===== config.mk =====
export PLATFORM = sky130hd
export DESIGN_NAME = rts_flow_ctrl
export DESIGN_NICKNAME = d
export VERILOG_FILES = /design/src/rtl/rts_pkg.sv /design/src/rtl/rts_trig_lut.sv /design/src/rtl/rts_thresh.sv /design/src/rtl/rts_fsm.sv /design/src/rtl/rts_flow_ctrl.sv
export SDC_FILE = /design/constraint.sdc
export NUM_CORES = 1
export LEC_CHECK = 0
export ABC_CLOCK_PERIOD_IN_PS = 1300
export BUFFER_PORTS_ARGS = -buffer_cell sky130_fd_sc_hd__buf_2
export CAP_MARGIN = 30
export CORE_MARGIN = 2
export CORE_UTILIZATION = 50
export DETAILED_ROUTE_END_ITERATION = 8
export GPL_ROUTABILITY_DRIVEN = 0
export PLACE_DENSITY = 0.71
export SYNTH_ARGS = -nofsm -noshare
export SYNTH_HDL_FRONTEND = slang
export SYNTH_HIERARCHICAL = 1
export SYNTH_SLANG_ARGS = --single-unit

===== constraint.sdc =====
create_clock -name clk -period 1.3 [get_ports clk]
set_input_delay 0.26 -clock clk [delete_from_list [all_inputs] [get_ports clk]]
set_output_delay 0.26 -clock clk [all_outputs]
set_load 0.05 [all_outputs]

===== src/rtl/rts_pkg.sv =====
package rts_pkg;
    localparam int FIFO_DEPTH = 64;
    localparam int CNT_W      = $clog2(FIFO_DEPTH + 1);
    localparam int NUM_TBL    = 4;
    localparam int NUM_LVL    = 4;
    localparam int HYST_W     = 4;
    localparam int HYST_STEP  = 4;

    typedef enum logic [1:0] {
        ST_OFF  = 2'd0,
        ST_OPEN = 2'd1,
        ST_HELD = 2'd2
    } rts_state_e;

    // Trigger level for table t, index i (ascending within each table).
    function automatic logic [CNT_W-1:0] trig_level(input logic [1:0] t, input logic [1:0] i);
        logic [CNT_W-1:0] v;
        unique case ({t, i})
            4'b00_00: v = 7'd1;
            4'b00_01: v = 7'd4;
            4'b00_10: v = 7'd8;
            4'b00_11: v = 7'd14;
            4'b01_00: v = 7'd8;
            4'b01_01: v = 7'd16;
            4'b01_10: v = 7'd24;
            4'b01_11: v = 7'd28;
            4'b10_00: v = 7'd8;
            4'b10_01: v = 7'd16;
            4'b10_10: v = 7'd56;
            4'b10_11: v = 7'd60;
            4'b11_00: v = 7'd4;
            4'b11_01: v = 7'd16;
            4'b11_10: v = 7'd32;
            default:  v = 7'd48;
        endcase
        return v;
    endfunction
endpackage


===== src/rtl/rts_trig_lut.sv =====
module rts_trig_lut
    import rts_pkg::*;
#(
    parameter int LVL_W = CNT_W
) (
    input  logic [1:0]       tbl_sel,
    input  logic [1:0]       trig_sel,
    output logic [LVL_W-1:0] lvl_sel,
    output logic [LVL_W-1:0] lvl_above,
    output logic [LVL_W-1:0] lvl_below
);
    localparam int TOP_IDX = NUM_LVL - 1;

    logic [LVL_W-1:0] lvls [NUM_LVL];

    // Build the selected table as a small vector of levels.
    for (genvar g = 0; g < NUM_LVL; g++) begin : g_lvl
        assign lvls[g] = trig_level(tbl_sel, 2'(g));
    end

    logic [1:0] idx_up;
    logic [1:0] idx_dn;

    always_comb begin
        idx_up = (int'(trig_sel) == TOP_IDX) ? trig_sel : trig_sel + 2'd1;
        idx_dn = (trig_sel == 2'd0) ? trig_sel : trig_sel - 2'd1;
    end

    assign lvl_sel   = lvls[trig_sel];
    assign lvl_above = lvls[idx_up];
    assign lvl_below = lvls[idx_dn];
endmodule


===== src/rtl/rts_thresh.sv =====
module rts_thresh
    import rts_pkg::*;
#(
    parameter int LVL_W  = CNT_W,
    parameter int H_W    = HYST_W,
    parameter int H_STEP = HYST_STEP,
    parameter int DEPTH  = FIFO_DEPTH
) (
    input  logic [1:0]       tbl_sel,
    input  logic [H_W-1:0]   hyst_sel,
    input  logic [LVL_W-1:0] lvl_sel,
    input  logic [LVL_W-1:0] lvl_above,
    input  logic [LVL_W-1:0] lvl_below,
    output logic [LVL_W-1:0] up_th,
    output logic [LVL_W-1:0] dn_th
);
    localparam int SUM_W = LVL_W + H_W + 4;

    logic [SUM_W-1:0] offs;
    logic [SUM_W-1:0] hi_sum;
    logic             use_hyst;

    always_comb begin
        use_hyst = (tbl_sel == 2'd3) && (hyst_sel != '0);
        offs     = SUM_W'(hyst_sel) * SUM_W'(H_STEP);
        hi_sum   = SUM_W'(lvl_sel) + offs;

        if (use_hyst) begin
            up_th = (hi_sum > SUM_W'(DEPTH)) ? LVL_W'(DEPTH) : LVL_W'(hi_sum);
            dn_th = (SUM_W'(lvl_sel) > offs) ? LVL_W'(SUM_W'(lvl_sel) - offs) : '0;
        end else begin
            up_th = lvl_above;
            dn_th = lvl_below;
        end
    end
endmodule


===== src/rtl/rts_fsm.sv =====
module rts_fsm
    import rts_pkg::*;
#(
    parameter int LVL_W = CNT_W
) (
    input  logic             clk,
    input  logic             rst_n,
    input  logic             fc_en,
    input  logic [LVL_W-1:0] rx_count,
    input  logic [LVL_W-1:0] up_th,
    input  logic [LVL_W-1:0] dn_th,
    output logic             rts_n
);
    rts_state_e state_q;
    rts_state_e state_d;
    logic       hit_up;
    logic       hit_dn;

    assign hit_up = rx_count >= up_th;
    assign hit_dn = (rx_count <= dn_th) && !hit_up;

    always_ff @(posedge clk or negedge rst_n) begin
        if (!rst_n) state_q <= ST_OFF;
        else        state_q <= state_d;
    end

    always_comb begin
        state_d = state_q;
        unique case (state_q)
            ST_OFF:  state_d = !fc_en ? ST_OFF : (hit_up ? ST_HELD : ST_OPEN);
            ST_OPEN: state_d = !fc_en ? ST_OFF : (hit_up ? ST_HELD : ST_OPEN);
            ST_HELD: state_d = !fc_en ? ST_OFF : (hit_dn ? ST_OPEN : ST_HELD);
            default: state_d = ST_OFF;
        endcase
    end

    always_comb begin
        rts_n = (state_q == ST_HELD);
    end
endmodule


===== src/rtl/rts_flow_ctrl.sv =====
module rts_flow_ctrl
    import rts_pkg::*;
#(
    parameter int CNT_W_P = CNT_W,
    parameter int HYST_WP = HYST_W
) (
    input  logic               clk,
    input  logic               rst_n,
    input  logic               fc_en,
    input  logic [1:0]         tbl_sel,
    input  logic [1:0]         trig_sel,
    input  logic [HYST_WP-1:0] hyst_sel,
    input  logic [CNT_W_P-1:0] rx_count,
    output logic               rts_n
);
    logic [CNT_W_P-1:0] lvl_sel;
    logic [CNT_W_P-1:0] lvl_above;
    logic [CNT_W_P-1:0] lvl_below;
    logic [CNT_W_P-1:0] up_th;
    logic [CNT_W_P-1:0] dn_th;

    rts_trig_lut #(.LVL_W(CNT_W_P)) lut_i (
        .tbl_sel   (tbl_sel),
        .trig_sel  (trig_sel),
        .lvl_sel   (lvl_sel),
        .lvl_above (lvl_above),
        .lvl_below (lvl_below)
    );

    rts_thresh #(.LVL_W(CNT_W_P), .H_W(HYST_WP)) thr_i (
        .tbl_sel   (tbl_sel),
        .hyst_sel  (hyst_sel),
        .lvl_sel   (lvl_sel),
        .lvl_above (lvl_above),
        .lvl_below (lvl_below),
        .up_th     (up_th),
        .dn_th     (dn_th)
    );

    rts_fsm #(.LVL_W(CNT_W_P)) fsm_i (
        .clk      (clk),
        .rst_n    (rst_n),
        .fc_en    (fc_en),
        .rx_count (rx_count),
        .up_th    (up_th),
        .dn_th    (dn_th),
        .rts_n    (rts_n)
    );
endmodule


**Yosys cells after proc, flatten, opt, wreduce, memory -nomap -nowiden**

Index checks and enable logic that the tools add are counted.

- Reductions and logical operators: 10
- Eq/ne operators: 6
- Add/subtract/negate cells: 4
- Magnitude comparators: 7
- Mux-type cells: 24
- Bitwise logic cells: 3

Operators with widths:

| kind | count |
|---|---|
| $mux W7 | 10 |
| $bmux W7 S2 | 3 |
| $pmux W7 S4 | 1 |
| $pmux W7 S3 | 1 |
| $pmux W6 S3 | 1 |
| $gt A15 B7 Y1 const B | 1 |
| $pmux W7 S2 | 1 |
| $mux W2 | 6 |
| $ge A3 B3 Y1 const B | 3 |
| $not A2 Y3 | 3 |
| $add A7 B6 Y8 | 1 |
| $ge A7 B7 Y1 | 1 |
| $gt A7 B6 Y1 | 1 |
| $le A7 B7 Y1 | 1 |
| $sub A7 B6 Y7 | 1 |
| $eq A2 B1 Y1 const B | 3 |
| $eq A2 B2 Y1 const B | 3 |
| $logic_not A2 Y1 | 3 |
| $pmux W2 S2 | 1 |
| $reduce_bool A4 Y1 | 1 |
| $reduce_or A2 Y1 | 2 |
| $reduce_or A3 Y1 | 1 |
| $add A2 B1 Y2 const B | 1 |
| $logic_and A1 B1 Y1 | 2 |
| other kinds (2) | 2 |

- Output and inout port bits: 1
- Flip-flop bits (word level): 2

**Longest topological paths before layout**

Gate-level depths: netlist of the first run.

- Depth in word-level cells: 16
- Mapped depth: 20
- Mapped depth without buffers: 20

**Cells and area by module**

Netlist of the first run, hierarchy kept.

Modules (own cells, without submodules):

| module | area each (um^2) | cells each | seq. area each (um^2) | instances |
|---|---|---|---|---|
| rts_thresh | 594.3 | 75 | 0.0 | 1 |
| rts_fsm | 452.9 | 56 | 50.0 | 1 |
| rts_trig_lut | 299.0 | 45 | 0.0 | 1 |

**Worst setup path after synthesis of the first run**

OpenSTA, ideal clock, no wires.

- Kind: in2reg
- Start: input tbl_sel[0]
- End: register fsm_i.state_q[1]
- Stages: 17
- Slack: -2100 ps
- Path buffers: 0
- Arrival: 3279 ps
- Setup time: 120 ps
- Required time: 1180 ps
- Cells stage by stage: inv_1 ha_1 nor2b_1 a21o_2 ha_1 nand2b_1 a22oi_4 xor2_2 a21oi_1 o32ai_4 a22o_1 inv_1 ha_1 a21o_1 a31oi_1 o21ai_0 o211a_1

- Longest elaborated chain between the ends: 16
- Elaborated cells between the ends (all ways): 37

RTL lines:

| item | line | text |
|---|---|---|
| start, declared | rts_flow_ctrl.sv:10 | `input logic [1:0] tbl_sel,` |
| $eq A2 B1 Y1 or $eq A2 B2 Y1 (tied branches) | rts_pkg.sv:18 | `unique case ({t, i})` |
| $reduce_or A2 Y1 (no line) | - |  |
| $pmux W7 S3 | rts_pkg.sv:18 |  |
| $bmux W7 S2 (*) | rts_trig_lut.sv:29 | `assign lvl_sel = lvls[trig_sel];` |
| $mux W7 (implied by the code) (*) (2 in series) | rts_trig_lut.sv:29 |  |
| via lvl_sel[3] | rts_flow_ctrl.sv:16 | `logic [CNT_W_P-1:0] lvl_sel;` |
| $add A7 B6 Y8 (*) | rts_thresh.sv:26 | `hi_sum = SUM_W'(lvl_sel) + offs;` |
| $gt A15 B7 Y1 (*) | rts_thresh.sv:29 | `up_th = (hi_sum > SUM_W'(DEPTH)) ? LVL_W'(DEPTH) : LVL_W'(hi_sum);` |
| $mux W7 (*) | rts_thresh.sv:29 |  |
| $mux W7 (*) | rts_thresh.sv:28 | `if (use_hyst) begin` |
| via up_th[2] | rts_flow_ctrl.sv:19 | `logic [CNT_W_P-1:0] up_th;` |
| $ge A7 B7 Y1 (*) | rts_fsm.sv:19 | `assign hit_up = rx_count >= up_th;` |
| $logic_not A1 Y1 | rts_fsm.sv:20 | `assign hit_dn = (rx_count <= dn_th) && !hit_up;` |
| $logic_and A1 B1 Y1 | rts_fsm.sv:20 |  |
| $mux W2 (2 in series) | rts_fsm.sv:32 | `ST_HELD: state_d = !fc_en ? ST_OFF : (hit_dn ? ST_OPEN : ST_HELD);` |
| $pmux W2 S2 (*) | rts_fsm.sv:29 | `unique case (state_q)` |
| via fsm_i.state_d[1] | rts_fsm.sv:15 | `rts_state_e state_d;` |
| end signal, assigned | rts_fsm.sv:24 | `else state_q <= state_d;` |
| end, declared | rts_fsm.sv:14 | `rts_state_e state_q;` |

The timed path passes the listed nets; every way through them passes the cells marked *. The select of a mux whose other input is x is not followed.

**Worst setup path in the final report of the first run**

- Start: input tbl_sel[0]
- End: register fsm_i.state_q[1]

- Elaborated cells between the ends (all ways): 37

RTL lines:

| item | line |
|---|---|
| $eq A2 B2 Y1, or another cell as far along | rts_pkg.sv:18 |
| $pmux W7 S4 or $pmux W6 S3 (tied branches) | rts_pkg.sv:18 |
| $bmux W7 S2 (*) | rts_trig_lut.sv:29 |
| $mux W7 (implied by the code) (*) (2 in series) | rts_trig_lut.sv:29 |
| via lvl_sel[5] | rts_flow_ctrl.sv:16 |
| $add A7 B6 Y8 (*) | rts_thresh.sv:26 |
| $gt A15 B7 Y1 (*) | rts_thresh.sv:29 |
| $mux W7 (*) | rts_thresh.sv:29 |
| $mux W7 (*) | rts_thresh.sv:28 |
| via up_th[1] | rts_flow_ctrl.sv:19 |
| $ge A7 B7 Y1 (*) | rts_fsm.sv:19 |
| $logic_not A1 Y1 | rts_fsm.sv:20 |
| $logic_and A1 B1 Y1 | rts_fsm.sv:20 |
| $mux W2 (2 in series) | rts_fsm.sv:32 |
| $pmux W2 S2 (*) | rts_fsm.sv:29 |
| via fsm_i.state_d[1] | rts_fsm.sv:15 |

Marked as above.

==> impl_metrics.yaml, run 1 <==
synthesis:
  yosys.area.top_type_share_pct: 25.1
  synth.area.top_cells: "ha_1 25%, a22o_1 7.2%, inv_1 6.7%"
  syn_inst: 176
  ys_seq_elements: 2
  ys.flop_type: "dfrtp_1"
  syn_avg_cell_area_um2: 7.65
  synth_edf_count: 0
  synth_area_um2: 1350
  synth_cell_types: 51
  ys_async_sr_fraction_pct: 100
  yosysTopAreaCell: "ha_1"
  yosysWarningCount: 6
  ys_seq_area_share_pct: 3.72
global_route:
  grt_antenna_before_repair: 0
  overflow: 0
  grt_pass1_vias: 1637
  track_usage_pct: 28.5
  grt_pass1_wl_um: 7120
  grt_max_degree: 11
run_status:
  violations: "setup timing"
  status: "complete, but fails checks"
layout:
  largest_reg_flops: 2
  syn_to_final_growth_pct: 63.6
  fin_nets: 303
  drive_gt1_share_pct: 55.1
  largest-register: "fsm_i/state_q"
  fillers: 137
  largestRegisters: "fsm_i/state_q x2"
  insertedDiodeCount: 0
worst_setup_path:
  crit_type: "in -> reg"
  cp-start-kind: "primary input"
  r2r_slack_ns: 0.24
  reg2reg_depth: 3
  r2r_end: "fsm_i/state_q[0]"
  crit_path_end_kind: "flip-flop"
  r2r-start: "fsm_i/state_q[0]"
  cp_max_fo: 5
  critPathArrivalTime_ns: 3.53
  required_ns: 1.41
clock_tree:
  numCtsBuffers: 3
  cts_sinks: 2
  cts_tree: "done"
  cts_max_level: 1
  insertion_delay_ns: 0.23
  cts_root_buf: "clkbuf_4"
  clock_path_buffers: 2
  clkTransAtPathRegs_ns: 0.03
power_and_ir_drop:
  p_switching_w: 0.000590
  p_int_w: 0.000740
  p_per_area_nw_per_um2: 604
  p_seq_share_pct: 6.4
  power_frac_comb_pct: 83.1
  leakage_nw: 1.07
  switching_share_pct: 44.4
  ir_worst_vdd_mv: 0.518
  clkPwrFrac_pct: 10.5
  finalPower_w: 0.00133
timing:
  finalWorstSetupSlack_ns: -2.12
  fin_crit_ns: 3.42
  hold_viol_final: 0
  fmax_mhz: 292
  final-max-slew-violation-count: 0
  rsz0062_at_grt: "true"
  finalSetupViolations: 2
  holdWs_ns: 0.287
  fin_crit_sh_pct: 263
  clock_skew_ns: 0.00100
floorplanning:
  core.rowCount: 18
  die_area_um2: 3120
  io_pins: 19
  die_height_um: 55.9
  coreArea_um2: 2520
  die_w_um: 55.9
  start_util_pct: 53.4
min_path:
  min_from: "fc_en"
  hp-class: "in -> reg"
  min_to: "fsm_i/state_q[1]"
  hold_depth: 2
drt:
  drt-initial-drc-count: 116
  vias: 1601
  drc: 0
  drt_pass1_iterations: 4
  wirelength_um: 4660
  vias_per_cell: 5.64
  drtAntennaViolNets: 0
  wire_per_inst_um: 16.4
place:
  io_buffers: 18
  dp_hpwl_um: 3060
job:
  cap_viol_max_count: 0
==> synthesized netlist by cell type (2+ instances only) <==
cell type	number
buf_6	2
a21oi_1	13
and3_1	2
o21a_1	2
nor3_1	2
and2_1	3
nand2_1	7
ha_1	27
nor2b_1	5
a22o_1	11
nand2b_1	6
nor2_1	17
dfrtp_1	2
buf_4	5
nor2_2	2
o21ai_1	2
nand4_1	2
fa_1	2
o21ai_0	6
inv_1	24
a21o_1	2
nand3_1	3
==> power groups by stage <==
stage                     clock network (W)  registers (W)  logic [W]
after detailed placement                  0      0.0000842   0.000832
after CTS                          0.000147      0.0000838    0.00101
final                              0.000140      0.0000848    0.00111
after floorplan                           0      0.0000815   0.000537
after global placement                    0      0.0000839   0.000796
after global routing               0.000152      0.0000857    0.00118
==> cells in the final DEF (no fill, tap or decap), drive strengths merged, types with 2 or more instances in the layout <==
master and n:
a21oi 13, nand3 4, and2 4, fa 2, dfrtp 2, buf 77, nand4 3, nor2 19
a22o 12, ha 27, nand2 8, inv 24, nor2b 5, clkbuf 4, nand2b 7, xor2 2
o21ai 8, o21a 2, a21o 3, conb 5, and3 3, nor3 2
==> cell families (layout without fill, tap and decap cells) <==
logic type / Yosys count / after routing / share of synthesized area (%)
adders and majority gates: 29 / 29 / 28.1
buffers and inverters: 33 / 107 / 11.8
and+or+nand+nor: 60 / 60 / 25.7
DFF: 2 / 2 / 3.72
xor gates and xnor gates: 3 / 3 / 2.51
AOI/OAI and AO/OA: 47 / 47 / 27.1
muxes: 1 / 1 / 0.744
other: 1 / 5 / 0.279
==> final cells by class <==
type | count | area, µm² | share of cell area, %
inverters | 25 | 100 | 4.55
well taps | 30 | 37.5 | 1.70
multi-input cells | 145 | 1420 | 64.3
repair buffers | 79 | 576 | 26.1
flip-flops and latches | 2 | 50.0 | 2.27
clock buffers | 3 | 22.5 | 1.02
==> stage by stage <==
| step | instance area, µm² | setup TNS, ns | cells | setup WS, ns | util [%] |
|---|---|---|---|---|---|
| after global routing | 2200 | -4.45 | 284 | -2.26 | 87.3 |
| after floorplan | 1420 | -3.96 | 180 | -2.02 | - |
| after CTS | 2140 | -3.81 | 281 | -1.96 | 84.8 |
| after detailed placement | 1850 | -4.89 | 268 | -2.48 | 73.4 |
| final | 2200 | -4.16 | 284 | -2.12 | 87.3 |
| after global placement | 1850 | -4.83 | 268 | -2.45 | 73.4 |
==> layer usage <==
layer | global-route usage, % | up-vias | part of all wire (%)
met3 | 2.56 | 20 | 3.6
met2 | 58.8 | 65 | 54
met5 | 0 | - | 0
met4 | 10.5 | 0 | 4.5
li1 | - | 763 | -
met1 | 28.7 | 753 | 38
==> worst max-delay path, stage by stage <==
cell        delay (ns)
buf_8             0.08
clkinvlp_4        0.10
buf_4             0.15
ha_1              0.19
nor2_1            0.20
nor2_2            0.09
ha_2              0.39
buf_4             0.16
a21oi_1           0.06
nor2_1            0.20
a21oi_2           0.08
o32ai_4           0.38
buf_4             0.19
a22o_1            0.11
inv_1             0.04
ha_2              0.15
a21o_1            0.20
a31oi_4           0.18
o21ai_2           0.11
o211a_1           0.21
==> worst max path at each step <==
stage | startpoint | to | cells after the start | slack [ns]
global placement | tbl_sel[0] | fsm_i/state_q[1] | 16 | -2.45
floorplan | tbl_sel[0] | fsm_i/state_q[1] | 18 | -2.02
finish | tbl_sel[0] | fsm_i/state_q[1] | 20 | -2.12
global route | tbl_sel[0] | fsm_i/state_q[1] | 21 | -2.26
CTS | tbl_sel[0] | fsm_i/state_q[1] | 17 | -1.96
detailed placement | tbl_sel[0] | fsm_i/state_q[1] | 16 | -2.48
==> timing repair <==
item,4_1_cts,5_1_grt
pin swaps,26,13
cloned,0,0
setup buffers,9,3
resized for setup,41,8
setup endpoints to repair,2,3
hold buffers,1,0
hold endpoints to repair,2,0
Note: power is estimated with default switching activity, not from simulation.
==> run 2: changes to the inputs <==
- CELL_PAD_IN_SITES_DETAIL_PLACEMENT: not set -> 1
- CELL_PAD_IN_SITES_GLOBAL_PLACEMENT: not set -> 1
- CORE_UTILIZATION: 50 -> 43
- PLACE_DENSITY: 0.71 -> not set
- PLACE_DENSITY_LB_ADDON: not set -> 0.1
==> impl_metrics.yaml, run 2 <==
clock_tree:
  cts_root_buf: "clkbuf_4"
  clock_path_buffers: 2
  numCtsBuffers: 3
  cts_max_level: 1
  cts_sinks: 2
synthesis:
  yosysWarningCount: 6
  syn_inst: 176
  ys_top_cells_by_count: "27 x ha_1, 24 x inv_1, 17 x nor2_1"
  ys.flop_type: "dfrtp_1"
  yosysTopAreaCell: "ha_1"
  synth_area_um2: 1350
  synth_edf_count: 0
  ys_seq_area_share_pct: 3.72
  syn_avg_cell_area_um2: 7.65
  yosys.area.top_type_share_pct: 25.1
  synth_cell_types: 51
  ys_seq_elements: 2
  synth.area.top_cells: "ha_1 25%, a22o_1 7.2%, inv_1 6.7%"
  ys_async_sr_fraction_pct: 100
  yosysMostFrequentCell: "ha_1"
floorplanning:
  die_w_um: 60.0
  core.rowCount: 20
  io_pins: 19
  die_height_um: 60.0
  start_util_pct: 44.8
global_route:
  grt_antenna_before_repair: 0
  grt_max_degree: 12
run_status:
  lastStage: "global routing (5_1_grt)"
  error_line: "[ERROR DPL-0033] detailed placement checks failed during check placement."
  status: "stopped before the end"
place:
  dp_hpwl_um: 3810
  io_buffers: 18
timing:
  endpoint_type: "register input"
  postGrtWorstEndpoint: "fsm_i/state_q[1]$_DFF_PN0_/D"
[run 2: timing repair]
item / 4_1_cts
setup buffers: 6
pin swaps: 20
hold buffers: 1
hold endpoints to repair: 2
setup endpoints to repair: 2
gates resized for setup: 39
[run 2: cell families after synthesis]
group / after synthesis / share of synthesized area [%]
compound gates: 47 / 27.1
mux: 1 / 0.744
flops: 2 / 3.72
other cells: 1 / 0.279
fa+ha+maj: 29 / 28.1
simple gates: 60 / 25.7
buf+inv: 33 / 11.8
xor+xnor: 3 / 2.51
[run 2: through the flow]
step / cells / util (%) / setup slack (ns) / instance area [µm²]
CTS: 284 / 71.4 / -2.07 / 2140
detailed placement: 274 / 62.1 / -2.68 / 1870
global placement: 274 / 62.1 / -2.46 / 1870
floorplan: 180 / - / -2.02 / 1420
==> run 3: changes to the inputs <==
- CELL_PAD_IN_SITES_DETAIL_PLACEMENT: 1 -> not set
- CELL_PAD_IN_SITES_GLOBAL_PLACEMENT: 1 -> not set
- CORE_UTILIZATION: 43 -> 35
- PLACE_DENSITY_LB_ADDON: 0.1 -> 0.15
==> impl_metrics.yaml, run 3 (synthesis gave the netlist of run 1 again) <==
run_status:
  status: "complete, but fails checks"
  violations: "setup timing"
worst_setup_path:
  required_ns: 1.39
  reg2reg_depth: 3
  r2r-start: "fsm_i/state_q[0]"
  critPathArrivalTime_ns: 3.40
  cp_max_fo: 4
  r2r_slack_ns: 0.24
  crit_type: "in -> reg"
  cp-start-kind: "primary input"
  r2r_end: "fsm_i/state_q[0]"
  crit_path_end_kind: "flip-flop"
global_route:
  grt_antenna_before_repair: 0
  grt_max_degree: 10
  grt_pass1_vias: 1498
  overflow: 0
  track_usage_pct: 18.2
  grt_pass1_wl_um: 6360
min_path:
  min_from: "fc_en"
  min_to: "fsm_i/state_q[1]"
  hp-class: "in -> reg"
  hold_depth: 2
layout:
  largestRegisters: "fsm_i/state_q x2"
  drive_gt1_share_pct: 57.4
  largest-register: "fsm_i/state_q"
  largest_reg_flops: 2
  syn_to_final_growth_pct: 73.0
  insertedDiodeCount: 0
  fin_nets: 312
  final_core_util_pct: 63.1
  mostFrequentLayoutCell: "buf_4"
  final_cell_area_um2: 2330
  final_cell_mix: "67 x buf_4, 20 x inv_1, 17 x buf_2"
floorplanning:
  die_w_um: 66.0
  io_pins: 19
  die_area_um2: 4360
  core.rowCount: 22
  die_height_um: 66.0
  coreArea_um2: 3690
  start_util_pct: 36.5
timing:
  fin_crit_ns: 3.31
  clock_skew_ns: 0.00110
  final-max-slew-violation-count: 0
  finalWorstSetupSlack_ns: -2.01
  hold_viol_final: 0
  finalSetupViolations: 2
  finalSetupTns_ns: -3.94
  rsz0062_at_grt: "true"
  fin_crit_sh_pct: 254
  fmax_mhz: 303
place:
  dp_hpwl_um: 3050
  placed_area_um2: 1960
  io_buffers: 18
job:
  cap_viol_max_count: 0
power_and_ir_drop:
  switching_share_pct: 39.8
  ir_worst_vdd_mv: 0.279
  leakage_nw: 1.13
  p_seq_share_pct: 6.0
  p_per_area_nw_per_um2: 610
  power_frac_comb_pct: 77.2
  clkPwrFrac_pct: 16.8
  p_switching_w: 0.000566
  p_int_w: 0.000855
drt:
  drc: 0
  drt_pass1_iterations: 4
  drtAntennaViolNets: 0
  vias_per_cell: 4.82
  vias: 1500
  wire_per_inst_um: 12.5
  drt-initial-drc-count: 33
  wirelength_um: 3900
clock_tree:
  clock_path_buffers: 2
  insertion_delay_ns: 0.21
  cts_max_level: 1
  clkTransAtPathRegs_ns: 0.03
  numCtsBuffers: 3
  cts_tree: "done"
  cts_sinks: 2
  cts_root_buf: "clkbuf_8"
## run 3: worst max-delay path: stages
cell	delay (ns)
buf_8	0.08
clkinvlp_4	0.11
ha_4	0.29
nor2b_4	0.16
o21ai_2	0.06
o21ai_2	0.10
buf_4	0.17
ha_4	0.16
inv_4	0.04
a22oi_4	0.18
xor2_2	0.20
a21oi_2	0.10
o32ai_4	0.35
buf_4	0.18
a22o_1	0.12
inv_1	0.05
ha_2	0.16
a21o_1	0.15
a31oi_2	0.17
o21ai_2	0.09
o211a_1	0.21
## run 3: stage by stage
step	worst slack (ns)	total power (W)	instances	hold slack [ns]
final	-2.01	0.00142	311	0.311
after global routing	-2.18	0.00153	311	0.318
after CTS	-2.04	0.00137	308	0.305
after detailed placement	-2.57	0.000955	296	0.0471
after global placement	-2.48	0.000933	296	0.0440
after floorplan	-2.02	0.000619	180	-0.0356
## run 3: worst max path at each step
stage / slack (ns) / startpoint / end
after floorplan: -2.02 / tbl_sel[0] / fsm_i/state_q[1]
after global placement: -2.48 / tbl_sel[0] / fsm_i/state_q[1]
after detailed placement: -2.57 / tbl_sel[0] / fsm_i/state_q[1]
after CTS: -2.04 / tbl_sel[0] / fsm_i/state_q[1]
after global routing: -2.18 / tbl_sel[0] / fsm_i/state_q[1]
final: -2.01 / tbl_sel[0] / fsm_i/state_q[1]
## run 3: cell type report
class                   instances  area [µm²]
inverters                      25         100
clock buffers                   3        41.3
repair buffers                 88         653
multi-input cells             145        1420
fillers                       313        1360
well taps                      48        60.1
flip-flops and latches          2        50.0
## run 3: metal layers
metal / track usage (%) / up-vias / share of wire [%]
met2: 37.6 / 20 / 55
met5: 0 / - / 0
met3: 0.852 / 0 / 1.7
met4: 1.79 / 0 / 0
met1: 20.9 / 702 / 44
li1: - / 778 / -
## run 3: power groups by stage
stage / clock network [W] / registers, W / logic (W)
6_report: 0.000239 / 0.0000846 / 0.00110
2_1_floorplan: 0 / 0.0000815 / 0.000537
4_1_cts: 0.000244 / 0.0000846 / 0.00104
5_1_grt: 0.000247 / 0.0000864 / 0.00120
3_5_place_dp: 0 / 0.0000834 / 0.000871
3_3_place_gp: 0 / 0.0000835 / 0.000850
## run 3: what timing repair did
item                       in CTS  in global routing
hold buffers                    1                  0
resized for setup              38                 10
hold endpoints to repair        2                  0
setup buffers                   8                  3
setup endpoints to repair       2                  2
pin swaps                      23                 20
==> run 4: changes to the inputs <==
- CORE_AREA: not set -> 2 2 63 65
- CORE_MARGIN: 2 -> not set
- CORE_UTILIZATION: 35 -> not set
- DIE_AREA: not set -> 0 0 65 67
- SYNTH_HIERARCHICAL: 1 -> not set
==> impl_metrics.yaml, run 4 <==
timing:
  fin_crit_sh_pct: 235
  worst_pin_slew_ns: 0.282
  rsz0062_at_grt: "true"
  finalSetupTns_ns: -3.48
  final-max-slew-violation-count: 0
  finalWorstSetupSlack_ns: -1.75
  hold_viol_final: 0
  fmax_mhz: 328
  clock_skew_ns: 0.00401
  fin_crit_ns: 3.05
  relSlewSlack_pct: 81.0
  finalSetupViolations: 2
floorplanning:
  io_pins: 19
  die_area_um2: 4360
  core.rowCount: 22
  start_util_pct: 29.1
  die_height_um: 67
  coreArea_um2: 3610
  die_w_um: 65
clock_tree:
  cts_tree: "done"
  cts_sinks: 2
  cts_root_buf: "clkbuf_8"
  clkTransAtPathRegs_ns: 0.03
  numCtsBuffers: 3
  clock_path_buffers: 2
  cts_max_level: 1
  insertion_delay_ns: 0.22
place:
  placed_area_um2: 1560
  dp_cells: 243
  io_buffers: 18
  dp_hpwl_um: 2840
layout:
  stdcell_count: 252
  final_cell_mix: "45 x buf_4, 18 x ha_1, 15 x buf_2"
  largest-register: "fsm_i.state_q"
  mostFrequentLayoutCell: "buf_4"
  largestRegisters: "fsm_i.state_q x2"
  syn_to_final_growth_pct: 65.4
  fin_nets: 251
  final_cell_area_um2: 1740
  drive_gt1_share_pct: 48.0
  insertedDiodeCount: 0
  final_core_util_pct: 48.2
  largest_reg_flops: 2
power_and_ir_drop:
  clkPwrFrac_pct: 24.2
  power_frac_comb_pct: 68.2
  switching_share_pct: 39.1
  p_seq_share_pct: 7.6
  p_int_w: 0.000630
  leakage_nw: 0.811
  p_per_area_nw_per_um2: 595
  p_switching_w: 0.000404
  ir_worst_vdd_mv: 0.216
synthesis:
  synth_edf_count: 0
  ys_top_cells_by_count: "25 x ha_1, 13 x inv_1, 12 x a21oi_1, 12 x nand2_1, 10 x o21ai_0"
  yosys.area.top_type_share_pct: 29.8
  synth_area_um2: 1050
  yosysTopAreaCell: "ha_1"
  ys.flop_type: "dfrtp_1"
  yosysWarningCount: 0
  syn_inst: 141
  ys_async_sr_fraction_pct: 100
  syn_avg_cell_area_um2: 7.45
  ys_seq_area_share_pct: 4.76
  synth_cell_types: 43
  syn-num-nets: 186
  synth.area.top_cells: "ha_1 30%, a21oi_1 5.7%, dfrtp_1 4.8%"
  yosysMostFrequentCell: "ha_1"
  ys_seq_elements: 2
worst_setup_path:
  critPathArrivalTime_ns: 3.15
  r2r_slack_ns: 0.32
  r2r_end: "fsm_i.state_q[0]"
  reg2reg_depth: 2
  cp-start-kind: "primary input"
  cp_max_fo: 4
  crit_path_end_kind: "flip-flop"
  required_ns: 1.40
  crit_type: "in -> reg"
  r2r-start: "fsm_i.state_q[0]"
min_path:
  min_to: "fsm_i.state_q[1]"
  hp-class: "in -> reg"
  hold_depth: 3
  min_from: "fc_en"
drt:
  dr_wl_met2_um: 1910
  vias: 1255
  drtAntennaViolNets: 0
  wire_per_inst_um: 13.6
  highest_layer: "met4"
  drt-initial-drc-count: 24
  m1WireLength_um: 1420
  wirelength_um: 3430
  drt_pass1_iterations: 4
  dr_wl_met3_um: 69
  vias_per_cell: 4.98
  drc: 0
run_status:
  violations: "setup timing"
  status: "complete, but fails checks"
global_route:
  grt_pass1_wl_um: 5700
  grt_max_degree: 9
  grt_antenna_before_repair: 0
  grt_pass1_vias: 1294
  overflow: 0
  track_usage_pct: 17.0
job:
  cap_viol_max_count: 0
## run 4: cell count changes in the layout (fill, tap and decap cells not counted), moves of 4 or more
cell / change
ha_1: +4
ha_4: -6
nand2_1: +5
a22o_1: -11
buf_4: -22
conb_1: -5
inv_1: -10
nor2_1: -8
## run 4: per-stage QoR
| step | hold WS (ns) | setup slack [ns] | total power (W) |
|---|---|---|---|
| after floorplan | -0.0356 | -1.68 | 0.000451 |
| after global placement | 0.0446 | -2.04 | 0.000699 |
| after detailed placement | 0.0498 | -2.15 | 0.000712 |
| after CTS | 0.284 | -1.77 | 0.00101 |
| after global routing | 0.296 | -1.88 | 0.00112 |
| final | 0.284 | -1.75 | 0.00103 |
## run 4: logic make-up after synthesis
kind of cell	count (synthesis)	share of synthesized area (%)
and+or+nand+nor	43	20.4
adders and majority gates	29	35.6
muxes	1	0.952
buffers and inverters	17	7.02
AOI/OAI and AO/OA	45	28.0
xor gates and xnor gates	4	3.33
DFF	2	4.76
## run 4: repair_timing
action	in CTS	in global routing
setup endpoints to repair	2	2
endpoints found under the hold margin	2	0
pin swaps	9	11
buffers inserted	4	1
gates resized for setup	15	11
hold buffers	1	0
## run 4: cell type report
| class | count | area, µm² |
|---|---|---|
| fillers | 372 | 1870 |
| multi-input cells | 122 | 1070 |
| repair buffers | 64 | 457 |
| well taps | 48 | 60.1 |
| inverters | 13 | 56.3 |
| flip-flops and latches | 2 | 50.0 |
| clock buffers | 3 | 41.3 |
## run 4: per-layer routing
metal / track usage, % / vias up
met2: 35.4 / 18
met1: 18.2 / 590
met4: 4.26 / 0
li1: - / 642
met3: 1.01 / 5
met5: 0 / -
## run 4: power by group through the flow
stage	Clock (W)	Sequential, W	Combinational (W)
after floorplan	0	0.0000756	0.000376
after global placement	0	0.0000766	0.000622
after detailed placement	0	0.0000771	0.000635
after CTS	0.000253	0.0000771	0.000683
after global routing	0.000260	0.0000800	0.000781
final	0.000250	0.0000785	0.000705
## run 4: worst max-delay path by stage
stage	end	from	cells after the start	slack, ns
2_1_floorplan	fsm_i.state_q[1]	tbl_sel[1]	14	-1.68
3_3_place_gp	fsm_i.state_q[0]	tbl_sel[1]	17	-2.04
3_5_place_dp	fsm_i.state_q[0]	tbl_sel[1]	18	-2.15
4_1_cts	fsm_i.state_q[0]	tbl_sel[1]	15	-1.77
5_1_grt	fsm_i.state_q[0]	tbl_sel[0]	18	-1.88
6_report	fsm_i.state_q[0]	tbl_sel[1]	15	-1.75
## run 4: worst max-delay path, cell delays in order
cell and delay [ns]:
buf_8 0.09, clkinvlp_4 0.12, ha_4 0.28, a31o_4 0.24, ha_4 0.24, nor2_4 0.08
a221oi_2 0.07, a41o_1 0.24, maj3_2 0.35, o31a_1 0.26, ha_1 0.29, nand4_1 0.15
a21oi_2 0.19, nor4_1 0.07, o211a_1 0.23
